## src/rtl/nand_host_pkg.sv

```systemverilog
package nand_host_pkg;

   // kind of queued pin cycle
   typedef enum logic [1:0] {
      OP_CMD  = 2'd0,
      OP_ADDR = 2'd1,
      OP_WR   = 2'd2,
      OP_RD   = 2'd3
   } nf_op_e;

   localparam int BUS_W = 16;

   // register word offsets
   localparam logic [3:0] A_CTRL  = 4'd0;
   localparam logic [3:0] A_STAT  = 4'd1;
   localparam logic [3:0] A_STICK = 4'd2;
   localparam logic [3:0] A_MASK  = 4'd3;
   localparam logic [3:0] A_CMD   = 4'd4;
   localparam logic [3:0] A_ADDR  = 4'd5;
   localparam logic [3:0] A_DWR   = 4'd6;
   localparam logic [3:0] A_DRD   = 4'd7;
   localparam logic [3:0] A_RDATA = 4'd8;
   localparam logic [3:0] A_CLR   = 4'd9;
   localparam logic [3:0] A_PAGE  = 4'd10;

   // sticky bit positions (software decodes them)
   localparam int S_NOTBUSY = 0;
   localparam int S_OVF     = 1;
   localparam int S_EDGE    = 2;
   localparam int S_RDRDY   = 3;
   localparam int S_WRDONE  = 4;
   localparam int NSTICK    = 5;

   // control register field positions
   localparam int C_PG512 = 0;
   localparam int C_WIDE  = 1;
   localparam int C_RDLY  = 4;
   localparam int C_WDLY  = 8;

endpackage

```

## src/rtl/nand_wbuf.sv

```systemverilog
module nand_wbuf #(
   parameter int W     = 18,
   parameter int DEPTH = 4
) (
   input  logic         clk,
   input  logic         rst_n,
   input  logic         push,
   input  logic [W-1:0] push_data,
   input  logic         pop,
   output logic [W-1:0] pop_data,
   output logic         full,
   output logic         empty
);
   localparam int PW = $clog2(DEPTH);
   localparam int CW = $clog2(DEPTH + 1);

   generate
      if (DEPTH < 2 || (DEPTH & (DEPTH - 1)) != 0) begin : g_bad_depth
         $error("nand_wbuf: DEPTH must be a power of two of at least 2");
      end
   endgenerate

   logic [W-1:0]  mem [DEPTH];
   logic [PW-1:0] wp, rp;
   logic [CW-1:0] cnt;
   logic          do_push, do_pop;

   assign full     = (cnt == CW'(DEPTH));
   assign empty    = (cnt == '0);
   assign do_push  = push && !full;
   assign do_pop   = pop && !empty;
   assign pop_data = mem[rp];

   always_ff @(posedge clk) begin
      if (do_push) mem[wp] <= push_data;
   end

   always_ff @(posedge clk) begin
      if (!rst_n) begin
         wp  <= '0;
         rp  <= '0;
         cnt <= '0;
      end else begin
         if (do_push) wp <= wp + 1'b1;
         if (do_pop)  rp <= rp + 1'b1;
         case ({do_push, do_pop})
            2'b10:   cnt <= cnt + 1'b1;
            2'b01:   cnt <= cnt - 1'b1;
            default: cnt <= cnt;
         endcase
      end
   end

   AST_WB_DROP_KEEPS_FULL: assert property (@(posedge clk) disable iff (!rst_n)
      (full && push && !pop) |=> full);
   AST_WB_NO_POP_EMPTY: assert property (@(posedge clk) disable iff (!rst_n)
      (empty && !push) |=> empty);

endmodule

```

## src/rtl/nand_pin_seq.sv

```systemverilog
module nand_pin_seq
   import nand_host_pkg::*;
#(
   parameter int DATA_W = 16,
   parameter int DLY_W  = 4
) (
   input  logic              clk,
   input  logic              rst_n,
   input  logic              avail,
   input  nf_op_e            op,
   input  logic [DATA_W-1:0] data,
   input  logic              wide,
   input  logic [DLY_W-1:0]  rd_dly,
   input  logic [DLY_W-1:0]  wr_dly,
   output logic              take,
   output logic              ce_n,
   output logic              cle,
   output logic              ale,
   output logic              we_n,
   output logic              re_n,
   output logic [DATA_W-1:0] dq_o,
   output logic              dq_oe,
   input  logic [DATA_W-1:0] dq_i,
   output logic              cap_valid,
   output logic [DATA_W-1:0] cap_data
);
   typedef enum logic [1:0] {ST_IDLE, ST_STRB, ST_HOLD} seq_st_e;

   seq_st_e           st;
   nf_op_e            cur_op;
   logic [DATA_W-1:0] cur_data;
   logic [DLY_W-1:0]  cnt;
   logic [DATA_W-1:0] out_narrow, in_narrow;

   // narrow-bus variant selection
   generate
      if (DATA_W > 8) begin : g_wide_path
         assign out_narrow = wide ? data : {{(DATA_W-8){1'b0}}, data[7:0]};
         assign in_narrow  = wide ? dq_i : {{(DATA_W-8){1'b0}}, dq_i[7:0]};
      end else begin : g_byte_path
         assign out_narrow = data;
         assign in_narrow  = dq_i;
      end
   endgenerate

   assign take = (st == ST_IDLE) && avail;

   always_ff @(posedge clk) begin
      if (!rst_n) begin
         st        <= ST_IDLE;
         cur_op    <= OP_CMD;
         cur_data  <= '0;
         cnt       <= '0;
         cap_valid <= 1'b0;
         cap_data  <= '0;
      end else begin
         cap_valid <= 1'b0;
         case (st)
            ST_IDLE: if (avail) begin
               st       <= ST_STRB;
               cur_op   <= op;
               cur_data <= out_narrow;
               cnt      <= (op == OP_RD) ? rd_dly : wr_dly;
            end
            ST_STRB: begin
               if (cnt == '0) begin
                  st <= ST_HOLD;
                  if (cur_op == OP_RD) begin
                     cap_valid <= 1'b1;
                     cap_data  <= in_narrow;
                  end
               end else begin
                  cnt <= cnt - 1'b1;
               end
            end
            default: st <= ST_IDLE;
         endcase
      end
   end

   assign ce_n  = (st == ST_IDLE);
   assign cle   = (st != ST_IDLE) && (cur_op == OP_CMD);
   assign ale   = (st != ST_IDLE) && (cur_op == OP_ADDR);
   assign we_n  = !((st == ST_STRB) && (cur_op != OP_RD));
   assign re_n  = !((st == ST_STRB) && (cur_op == OP_RD));
   assign dq_oe = (st != ST_IDLE) && (cur_op != OP_RD);
   assign dq_o  = cur_data;

   AST_ONE_STROBE: assert property (@(posedge clk) disable iff (!rst_n)
      !(!we_n && !re_n));
   AST_LATCH_EXCL: assert property (@(posedge clk) disable iff (!rst_n)
      !(cle && ale));
   AST_HOLD_AFTER_WE: assert property (@(posedge clk) disable iff (!rst_n)
      $rose(we_n) |-> (cle == $past(cle) && ale == $past(ale) && !ce_n && $stable(dq_o)));
   AST_READ_NO_DRIVE: assert property (@(posedge clk) disable iff (!rst_n)
      !re_n |-> !dq_oe);

endmodule

```

## src/rtl/nand_host_regs.sv

```systemverilog
module nand_host_regs
   import nand_host_pkg::*;
#(
   parameter int DATA_W     = 16,
   parameter int WB_DEPTH   = 4,
   parameter int DLY_W      = 4,
   parameter int RST_CYCLES = 3
) (
   input  logic              clk,
   input  logic              rst_n,
   input  logic              bus_wr,
   input  logic [3:0]        bus_addr,
   input  logic [15:0]       bus_wdata,
   output logic [15:0]       bus_rdata,
   output logic              irq,
   output logic              page_rd_start,
   output logic              page_wr_start,
   input  logic              xfer_done,
   output logic              ecc_clr,
   output logic              nf_ce_n,
   output logic              nf_cle,
   output logic              nf_ale,
   output logic              nf_we_n,
   output logic              nf_re_n,
   input  logic              nf_rb,
   output logic [DATA_W-1:0] nf_dq_o,
   output logic              nf_dq_oe,
   input  logic [DATA_W-1:0] nf_dq_i
);
   localparam int EW  = 2 + DATA_W;
   localparam int RCW = $clog2(RST_CYCLES + 1);

   generate
      if (DATA_W != 8 && DATA_W != 16) begin : g_bad_width
         $error("nand_host_regs: DATA_W must be 8 or 16");
      end
      if (DLY_W < 1 || DLY_W > 4) begin : g_bad_dly
         $error("nand_host_regs: DLY_W must be 1..4");
      end
      if (RST_CYCLES < 2) begin : g_bad_rst
         $error("nand_host_regs: RST_CYCLES must be at least 2");
      end
   endgenerate

   logic [BUS_W-1:0]  ctrl_q;
   logic [NSTICK-1:0] stick_q, mask_q, stick_set;
   logic              rb_q, empty_q;
   logic              rd_pend, wr_pend;
   logic              clr_busy;
   logic [RCW-1:0]    clr_cnt;
   logic [DATA_W-1:0] rdat_q;

   logic              q_push, q_full, q_empty, q_take;
   nf_op_e            q_op;
   logic [EW-1:0]     q_in, q_out;
   logic              cap_valid;
   logic [DATA_W-1:0] cap_data;

   // decode of queueing writes
   always_comb begin
      q_push = 1'b0;
      q_op   = OP_CMD;
      if (bus_wr) begin
         case (bus_addr)
            A_CMD:   begin q_push = 1'b1; q_op = OP_CMD;  end
            A_ADDR:  begin q_push = 1'b1; q_op = OP_ADDR; end
            A_DWR:   begin q_push = 1'b1; q_op = OP_WR;   end
            A_DRD:   begin q_push = 1'b1; q_op = OP_RD;   end
            default: ;
         endcase
      end
   end
   assign q_in = {q_op, bus_wdata[DATA_W-1:0]};

   nand_wbuf #(.W(EW), .DEPTH(WB_DEPTH)) u_wbuf (
      .clk(clk), .rst_n(rst_n),
      .push(q_push), .push_data(q_in),
      .pop(q_take), .pop_data(q_out),
      .full(q_full), .empty(q_empty)
   );

   nand_pin_seq #(.DATA_W(DATA_W), .DLY_W(DLY_W)) u_seq (
      .clk(clk), .rst_n(rst_n),
      .avail(!q_empty),
      .op(nf_op_e'(q_out[EW-1 -: 2])),
      .data(q_out[DATA_W-1:0]),
      .wide(ctrl_q[C_WIDE]),
      .rd_dly(ctrl_q[C_RDLY +: DLY_W]),
      .wr_dly(ctrl_q[C_WDLY +: DLY_W]),
      .take(q_take),
      .ce_n(nf_ce_n), .cle(nf_cle), .ale(nf_ale),
      .we_n(nf_we_n), .re_n(nf_re_n),
      .dq_o(nf_dq_o), .dq_oe(nf_dq_oe), .dq_i(nf_dq_i),
      .cap_valid(cap_valid), .cap_data(cap_data)
   );

   // sticky event sources
   always_comb begin
      stick_set            = '0;
      stick_set[S_NOTBUSY] = nf_rb && !rb_q;
      stick_set[S_OVF]     = q_push && q_full;
      stick_set[S_EDGE]    = q_empty && !empty_q;
      stick_set[S_RDRDY]   = cap_valid;
      stick_set[S_WRDONE]  = xfer_done && wr_pend;
   end

   always_ff @(posedge clk) begin
      if (!rst_n) begin
         ctrl_q        <= BUS_W'(1) << C_PG512;
         stick_q       <= '0;
         mask_q        <= '0;
         rb_q          <= 1'b1;
         empty_q       <= 1'b1;
         rd_pend       <= 1'b0;
         wr_pend       <= 1'b0;
         page_rd_start <= 1'b0;
         page_wr_start <= 1'b0;
         clr_busy      <= 1'b0;
         clr_cnt       <= '0;
         rdat_q        <= '0;
      end else begin
         rb_q          <= nf_rb;
         empty_q       <= q_empty;
         page_rd_start <= 1'b0;
         page_wr_start <= 1'b0;

         if (bus_wr && bus_addr == A_CTRL) ctrl_q <= bus_wdata;
         if (bus_wr && bus_addr == A_MASK) mask_q <= bus_wdata[NSTICK-1:0];

         if (bus_wr && bus_addr == A_STICK)
            stick_q <= (stick_q & ~bus_wdata[NSTICK-1:0]) | stick_set;
         else
            stick_q <= stick_q | stick_set;

         if (cap_valid) rdat_q <= cap_data;

         if (xfer_done) begin
            rd_pend <= 1'b0;
            wr_pend <= 1'b0;
         end
         if (bus_wr && bus_addr == A_PAGE) begin
            if (bus_wdata[0]) begin
               rd_pend       <= 1'b1;
               page_rd_start <= 1'b1;
            end
            if (bus_wdata[1]) begin
               wr_pend       <= 1'b1;
               page_wr_start <= 1'b1;
            end
         end

         if (bus_wr && bus_addr == A_CLR && bus_wdata[0]) begin
            clr_busy <= 1'b1;
            clr_cnt  <= RCW'(RST_CYCLES - 1);
         end else if (clr_busy) begin
            if (clr_cnt == '0) clr_busy <= 1'b0;
            else               clr_cnt  <= clr_cnt - 1'b1;
         end
      end
   end

   assign ecc_clr = clr_busy;
   assign irq     = |(stick_q & mask_q);

   always_comb begin
      case (bus_addr)
         A_CTRL:  bus_rdata = ctrl_q;
         A_STAT:  bus_rdata = {11'b0, q_empty, rd_pend, wr_pend, q_full, nf_rb};
         A_STICK: bus_rdata = BUS_W'(stick_q);
         A_MASK:  bus_rdata = BUS_W'(mask_q);
         A_RDATA: bus_rdata = BUS_W'(rdat_q);
         A_CLR:   bus_rdata = BUS_W'(clr_busy);
         default: bus_rdata = '0;
      endcase
   end

   AST_IRQ_QUIET_WHEN_MASKED: assert property (@(posedge clk) disable iff (!rst_n)
      (mask_q == '0) |-> !irq);
   AST_OVF_FLAGGED: assert property (@(posedge clk) disable iff (!rst_n)
      (q_push && q_full) |=> stick_q[S_OVF]);
   AST_CLR_LASTS: assert property (@(posedge clk) disable iff (!rst_n)
      $rose(clr_busy) |=> clr_busy);
   AST_CAPTURE_FLAGGED: assert property (@(posedge clk) disable iff (!rst_n)
      cap_valid |=> stick_q[S_RDRDY]);

endmodule

```

## config.mk

```make
export PLATFORM = sky130hd
export DESIGN_NAME = nand_host_regs
export DESIGN_NICKNAME = d
export VERILOG_FILES = /design/src/rtl/nand_host_pkg.sv /design/src/rtl/nand_wbuf.sv /design/src/rtl/nand_pin_seq.sv /design/src/rtl/nand_host_regs.sv
export SDC_FILE = /design/constraint.sdc
export NUM_CORES = 1
export LEC_CHECK = 0
export CAP_MARGIN = 40
export CORE_MARGIN = 2
export CORE_UTILIZATION = 60
export DETAILED_ROUTE_END_ITERATION = 8
export DONT_BUFFER_PORTS = 1
export PLACE_DENSITY = 0.76
export SYNTH_ARGS = -nofsm -noshare
export SYNTH_HDL_FRONTEND = slang
export SYNTH_SLANG_ARGS = --single-unit
```

## constraint.sdc

```tcl
create_clock -name clk -period 3.3 [get_ports clk]
set_input_delay 0.495 -clock clk [delete_from_list [all_inputs] [get_ports clk]]
set_output_delay 0.495 -clock clk [all_outputs]
set_load 0.01 [all_outputs]
```

==> results of run 1 <==
-- registers in the layout (all words and copies together), names as in the netlist, 2 cells and up, named ones only --
name	cells
u_wbuf.rp	2
stick_q	5
u_seq.st	2
ctrl_q	16
u_seq.cnt	4
u_seq.cur_op	2
rdat_q	16
u_wbuf.mem	72
u_seq.cap_data	16
mask_q	5
u_seq.dq_o	16
u_wbuf.wp	2
clr_cnt	2
u_wbuf.cnt	3
-- final cells by class --
class	instances	area, µm²	share of cell area, %
Clock inverter	14	104	1.35
Timing Repair Buffer	9	87.6	1.14
Sequential cell	173	4180	54.4
Multi-Input combinational cell	355	2660	34.6
Tap cell	143	179	2.32
Clock buffer	18	429	5.58
Inverter	14	52.6	0.683
-- Yosys cell counts (all sizes together), types with 2 or more instances --
master   instances
o221ai           2
inv             13
xnor2            4
a22o            15
and2            16
or2              2
nor3             5
dfxtp          101
o2bb2ai          2
a22oi           14
nor2             6
nor2b           34
xor2             2
edfxtp          72
a21oi            2
mux2             4
mux4            20
nand2b           2
nand3           13
o21a             4
o22ai            2
or3              4
nor3b            4
nand2           91
ha               6
nand4            2
a21boi          51
and3             4
buf             17
clkbuf          16
o21ai           10
mux2i           24
-- metal layers --
metal  vias to the layer above  global-route usage (%)  share of wire [%]
met1                      2086                    31.3                 43
met4                         0                    10.6                2.6
met5                         -                       0                  0
met3                        28                    6.64                6.8
li1                       2057                       -                  -
met2                       130                    37.6                 48
-- report_power, final --
group	switching (mW)	internal [mW]
Clock	0.787	1.02
Combinational	0.381	0.317
Sequential	0.139	2.36
Total	1.31	3.69
-- logic make-up (layout without fill, tap and decap cells) --
logic type / Yosys count / count (layout)
adder cells (fa/ha/maj): 7 / 7
multiplexers: 48 / 48
flip-flops: 173 / 173
XOR/XNOR: 6 / 6
AND/OR/NAND/NOR: 186 / 186
buffers and inverters: 47 / 55
AO/OA/AOI/OAI: 108 / 108
-- final timing paths --
check | from | to | slack (ns)
max | u_seq.st[0]$_SDFFE_PN0P_ | u_wbuf.cnt[2]$_SDFFE_PN0P_ | 0.95
max reg2reg | u_seq.st[0]$_SDFFE_PN0P_ | u_wbuf.cnt[2]$_SDFFE_PN0P_ | 0.95
min | bus_wdata[14] | u_wbuf.mem[0][14]$_DFFE_PP_ | 0.16
min reg2reg | u_seq.cap_data[6]$_SDFFE_PN0P_ | u_seq.cap_data[6]$_SDFFE_PN0P_ | 0.46
-- critical path, delay by kind of cell (launching register included) --
kind | cells | cell delay (ns)
AND/OR/NAND/NOR | 3 | 0.73
adder cells (fa/ha/maj) | 2 | 0.56
AO/OA/AOI/OAI | 1 | 0.16
flip-flops | 1 | 0.33
buffers and inverters | 3 | 0.35
XOR/XNOR | 1 | 0.16
-- per-stage QoR --
stage / util (%) / hold WS (ns) / cell area [µm²]
floorplan: - / 0.430 / 7070
global placement: 62.2 / 0.438 / 7140
detailed placement: 62.5 / 0.454 / 7160
CTS: 67.1 / 0.132 / 7700
global route: 67.1 / 0.143 / 7700
finish: 67.1 / 0.164 / 7700
==> metrics.yaml, run 1 <==
logic_synthesis:
  synth_cell_types: 51
  ys_seq_area_share_pct: 59.1
  synthArstFlopShare_pct: 0
  synth-xor-area-share_pct: 0.743
  synth-edff-count: 72
  syn_avg_cell_area_um2: 12.3
  synthSimpleGateAreaFrac_pct: 13.4
  synth_area_um2: 7070
  ys_seq_elements: 173
  synth.mux.area_fraction_pct: 10.7
  synth_compound_area_share_pct: 11.4
  yosys_warnings: 0
  synth_top_family_by_area: "simple AND/OR/NAND/NOR gates"
  ys.flop_type: "dfxtp_1"
  synth_top_area_share_pct: 30.6
  ys_top_cells_by_area: "edfxtp_1, dfxtp_1, nand2_1, mux4_2, a21boi_0"
  syn_inst: 575
  yosysTopAreaCell: "edfxtp_1"
  synthAdderAreaFrac_pct: 1.34
  synth_nets: 623
floorplan:
  ioPinCount: 83
  die_x_um: 113
  row_count: 39
  fp.coreArea_um2: 11500
  initial_utilization_pct: 61.7
  die_h_um: 113
  dieArea_um2: 12700
final_layout:
  diodes: 0
  drive_gt1_share_pct: 10.3
  layout.nets: 618
  fillerInstances: 830
  final_cells: 726
  layout_common_cells: "dfxtp_1, nand2_1, edfxtp_1, a21boi_0, nor2b_1"
  layout_commonest_cell: "dfxtp_1"
  syn2layout_area_growth_pct: 8.79
sta:
  timing.final.crit_share_pct: 71.1
  worstMarginPinSlew_ns: 0.809
  tns_ns: 0
  setup_viol: 0
  final.setup.worst_slack_ns: 0.954
  rsz0062_at_grt: "false"
  hold_viol_final: 0
  finalMaxSlewViolations: 0
  finClkSkew_ns: 0.00586
  slew_headroom_pct: 45.7
  fin_crit_ns: 2.35
  clock.fmax_ghz: 0.426
pwr:
  p_leak_nw: 2.57
  peakVddDrop_uv: 545
  finalPower_mw: 5.00
  powerDensity_nw_per_um2: 650
global_route:
  grt_max_degree: 101
  grt_pass1_wl_um: 23100
  antenna_found_initial: 0
  first_global_vias: 4399
  grt.overflow.total: 0
  track_usage_pct: 23.9
clock_network:
  cts_root_buf: "clkbuf_16"
  cts.repair.resized: 0
  clock_sinks: 173
  cts_tree: "built"
  htree_levels: 4
  cts_made_buffers: 17
  cts-hold-fix-buffers: 0
  cts_setup_buffers: 0
  cts_max_path_buffers: 2
  clk_pin_slew_ns: 0.06
  clkLatencyLatePin_ns: 0.42
setup_path:
  critPathKind: "reg2reg"
  worstPathArrival_ns: 2.69
  crit_path_start_kind: "register"
  critical-path-max-stage-delay_ns: 0.37
  crit_chain: "or2_2 -> clkinv_1 -> nand2_1 -> inv_1 -> ha_1 -> inv_1 -> fa_1 -> xor2_1 -> or3_1 -> a21boi_0"
  crit_slowest_cell: "fa_1"
  reg2reg_depth: 10
  crit_path_frequent_cell: "inv_1"
  crit_path_max_fanout: 8
  end_kind: "register"
  worstPathRequired_ns: 3.65
place:
  hpwl_um: 9550
  dp_cells: 694
  gp_congestion: 0.919
  io_buffer_count: 0
  post-place-ws_ns: 0.965
routing:
  drc: 0
  viasPerCell: 5.92
  drt_iter0_drc: 241
  wire_per_inst_um: 19.8
  vias: 4301
  antenna_left: 0
  routed_wl_um: 14400
  drt_first_pass_iters: 5
run:
  cap_violations: 0
run_status:
  status: "complete, no violations"
hold_path:
  hold_depth: 0
  hold_path.class: "in2reg"
Note: power is estimated with default switching activity, not from simulation.
==> run 2: changes to the inputs <==
--- a/config.mk
+++ b/config.mk
@@ -7,10 +7,10 @@
 export LEC_CHECK = 0
 export CAP_MARGIN = 40
 export CORE_MARGIN = 2
-export CORE_UTILIZATION = 60
+export CORE_UTILIZATION = 57
 export DETAILED_ROUTE_END_ITERATION = 8
 export DONT_BUFFER_PORTS = 1
-export PLACE_DENSITY = 0.76
+export PLACE_DENSITY = 0.75
 export SYNTH_ARGS = -nofsm -noshare
 export SYNTH_HDL_FRONTEND = slang
 export SYNTH_SLANG_ARGS = --single-unit
==> constraint.sdc (replaced) <==
create_clock -name clk -period 1.9 [get_ports clk]
set_input_delay 0.285 -clock clk [delete_from_list [all_inputs] [get_ports clk]]
set_output_delay 0.285 -clock clk [all_outputs]
set_load 0.01 [all_outputs]
==> metrics.yaml, run 2 (same netlist as run 1, synthesis figures left out) <==
run_status:
  status: "finished with violations"  # was complete, no violations
  violations: "negative setup slack"
final_layout:
  layout_common_cells: "dfxtp_1, nand2_1, edfxtp_1, dlygate4sd3_1, a21boi_0"  # was dfxtp_1, nand2_1, edfxtp_1, a21boi_0, nor2b_1
  fin_area_um2: 8560  # was 7700 µm²
  top_register: "u_wbuf.mem"  # unchanged
  diodes: 0  # unchanged
  drive_gt1_share_pct: 15.7  # was 10.3%
  largest_reg_flops: 72  # unchanged
  layout_commonest_cell: "dfxtp_1"  # unchanged
  fin_util_pct: 71.0  # was 67.1%
  syn2layout_area_growth_pct: 21.0  # was 8.79%
  final_cells: 825  # was 726
  layout.nets: 692  # was 618
floorplan:
  die_h_um: 115  # was 113 µm
  fp.coreArea_um2: 12100  # was 11,500 µm²
  die_x_um: 115  # was 113 µm
  ioPinCount: 83  # unchanged
  row_count: 40  # was 39
  dieArea_um2: 13300  # was 12,700 µm²
  initial_utilization_pct: 58.7  # was 61.7%
pwr:
  finalPower_mw: 9.30  # was 5.00 mW
  powerDensity_nw_per_um2: 1090  # was 650 nW/µm²
  clock_power_share_pct: 35.7  # was 36.2%
  p_leak_nw: 2.99  # was 2.57 nW
  combPwrFrac_pct: 17.9  # was 14.0%
  p_int_mw: 6.85  # was 3.69 mW
  peakVddDrop_uv: 986  # was 545 µV
  seqPwrFrac_pct: 46.4  # was 49.9%
  p_sw_mw: 2.45  # was 1.31 mW
  switching_share_pct: 26.3  # was 26.1%
setup_path:
  end_kind: "register"  # unchanged
  cpLargestDelayFamily: "simple AND/OR/NAND/NOR gates"  # unchanged
  r2r_start: "u_seq.st[1]$_SDFFE_PN0P_"  # was u_seq.st[0]$_SDFFE_PN0P_
  r2r_end: "u_wbuf.cnt[2]$_SDFFE_PN0P_"  # unchanged
  cp-startpoint: "u_seq.st[1]$_SDFFE_PN0P_"  # was u_seq.st[0]$_SDFFE_PN0P_
  crit_path_start_kind: "register"  # unchanged
  crit_path_max_fanout: 4  # was 8
  crit_cells: 10  # unchanged
  crit_chain: "or2_4 -> clkinv_4 -> nand2_4 -> inv_4 -> ha_4 -> inv_2 -> fa_2 -> xor2_1 -> or3_1 -> a21boi_2"  # was or2_2 -> clkinv_1 -> nand2_1 -> inv_1 -> ha_1 -> inv_1 -> fa_1 -> xor2_1 -> or3_1 -> a21boi_0
  critPathKind: "reg2reg"  # unchanged
  worstPathRequired_ns: 2.25  # was 3.65 ns
  critical-path-max-stage-delay_ns: 0.35  # was 0.37 ns
  crit_end: "u_wbuf.cnt[2]$_SDFFE_PN0P_"  # unchanged
  cp.buffers_inverters: 3  # unchanged
  crit_slowest_cell: "fa_2"  # was fa_1
  rrSetupSlack_ns: -0.05  # was 0.95 ns
  reg2reg_depth: 10  # unchanged
  worstPathArrival_ns: 2.30  # was 2.69 ns
routing:
  wire_per_inst_um: 20.4  # was 19.8 µm
  routed_wl_um: 16800  # was 14,400 µm
  drc: 0  # unchanged
  antenna_left: 0  # unchanged
  viasPerCell: 5.85  # was 5.92
  vias: 4828  # was 4,301
  drt_iter0_drc: 451  # was 241
  drt_first_pass_iters: 5  # unchanged
sta:
  worstMarginPinSlew_ns: 0.734  # was 0.809 ns
  slew_headroom_pct: 50.7  # was 45.7%
  clock.fmax_ghz: 0.513  # was 0.426 GHz
  finClkSkew_ns: 0.00672  # was 0.00586 ns
  hold_slack_ns: 0.0198  # was 0.164 ns
  setup_viol: 1  # was 0
  fin_crit_ns: 1.95  # was 2.35 ns
  hold_viol_final: 0  # unchanged
  finalMaxSlewViolations: 0  # unchanged
  rsz0062_at_grt: "true"  # was false
  final.setup.worst_slack_ns: -0.0507  # was 0.954 ns
  timing.final.crit_share_pct: 103  # was 71.1%
hold_path:
  hold_path.class: "in2reg"  # unchanged
place:
  gp_congestion: 0.873  # was 0.919
  hpwl_um: 10100  # was 9550 µm
  dp_cells: 736  # was 694
  io_buffer_count: 0  # unchanged
  placed_area_um2: 7390  # was 7160 µm²
global_route:
  grt.overflow.total: 0  # unchanged
  first_global_vias: 4893  # was 4,399
  track_usage_pct: 26.7  # was 23.9%
  antenna_found_initial: 0  # unchanged
  grt_pass1_wl_um: 26200  # was 23,100 µm
  grt_max_degree: 56  # was 101
clock_network:
  clock_sinks: 173  # unchanged
  clk_pin_slew_ns: 0.06  # about the same
  cts_made_buffers: 17  # unchanged
  cts_root_buf: "clkbuf_16"  # unchanged
  cts_tree: "built"  # unchanged
  htree_levels: 4  # unchanged
  clkLatencyLatePin_ns: 0.43  # was 0.42 ns
  cts_max_path_buffers: 2  # unchanged
run:
  cap_violations: 0  # unchanged
==> run 2: stage by stage <==
| step | setup WS [ns] | setup TNS [ns] |
|---|---|---|
| final | -0.0507 | -0.0507 |
| after global routing | -0.0841 | -0.148 |
| after CTS | -0.0594 | -0.0594 |
| after detailed placement | -0.101 | -0.101 |
| after global placement | 0.0435 | 0 |
| after floorplan | -0.0963 | -0.125 |
==> run 2: power groups by stage <==
stage / logic [mW] / registers (mW) / clock network, mW
2_1_floorplan: 1.13 / 4.32 / 0
3_3_place_gp: 1.34 / 4.36 / 0
3_5_place_dp: 1.40 / 4.38 / 0
4_1_cts: 1.55 / 4.31 / 3.37
5_1_grt: 1.80 / 4.34 / 3.53
6_report: 1.67 / 4.31 / 3.32
==> run 2: layout make-up <==
type                            count  area (µm²)
Tap cell                          168         210
Inverter                           14        60.1
Sequential cell                   173        4190
Multi-Input combinational cell    355        2720
Timing Repair Buffer               83         811
Clock inverter                     13         124
Clock buffer                       19         443
Fill cell                         816        3500
==> run 2: worst min path at each step <==
stage / cells after the start / startpoint / slack (ns) / to
6_report: 2 / bus_wdata[14] / 0.02 / ctrl_q[14]$_SDFFE_PN0P_
5_1_grt: 1 / rst_n / 0.001 / ctrl_q[5]$_SDFFE_PN0P_
4_1_cts: 1 / rst_n / 0.0005 / u_seq.dq_o[5]$_SDFFE_PN0P_
3_5_place_dp: 1 / rst_n / 0.36 / empty_q$_SDFF_PN1_
3_3_place_gp: 1 / rst_n / 0.36 / empty_q$_SDFF_PN1_
2_1_floorplan: 0 / bus_wdata[0] / 0.38 / u_wbuf.mem[0][0]$_DFFE_PP_
==> run 2: metal layers <==
metal,GRT usage [%],share of wire [%],up-vias
met3,8.12,6.0,29
met1,34.3,41,2416
met5,0,0,-
met4,9.88,2.4,0
li1,-,-,2218
met2,43.1,50,165
==> run 2: timing repair <==
item | CTS | global route
pin swaps | 3 | 4
endpoints found under the setup margin | 4 | 17
endpoints found under the hold margin | 139 | 9
hold buffers | 50 | 1
gates resized for setup | 10 | 6
setup buffers | 3 | 3
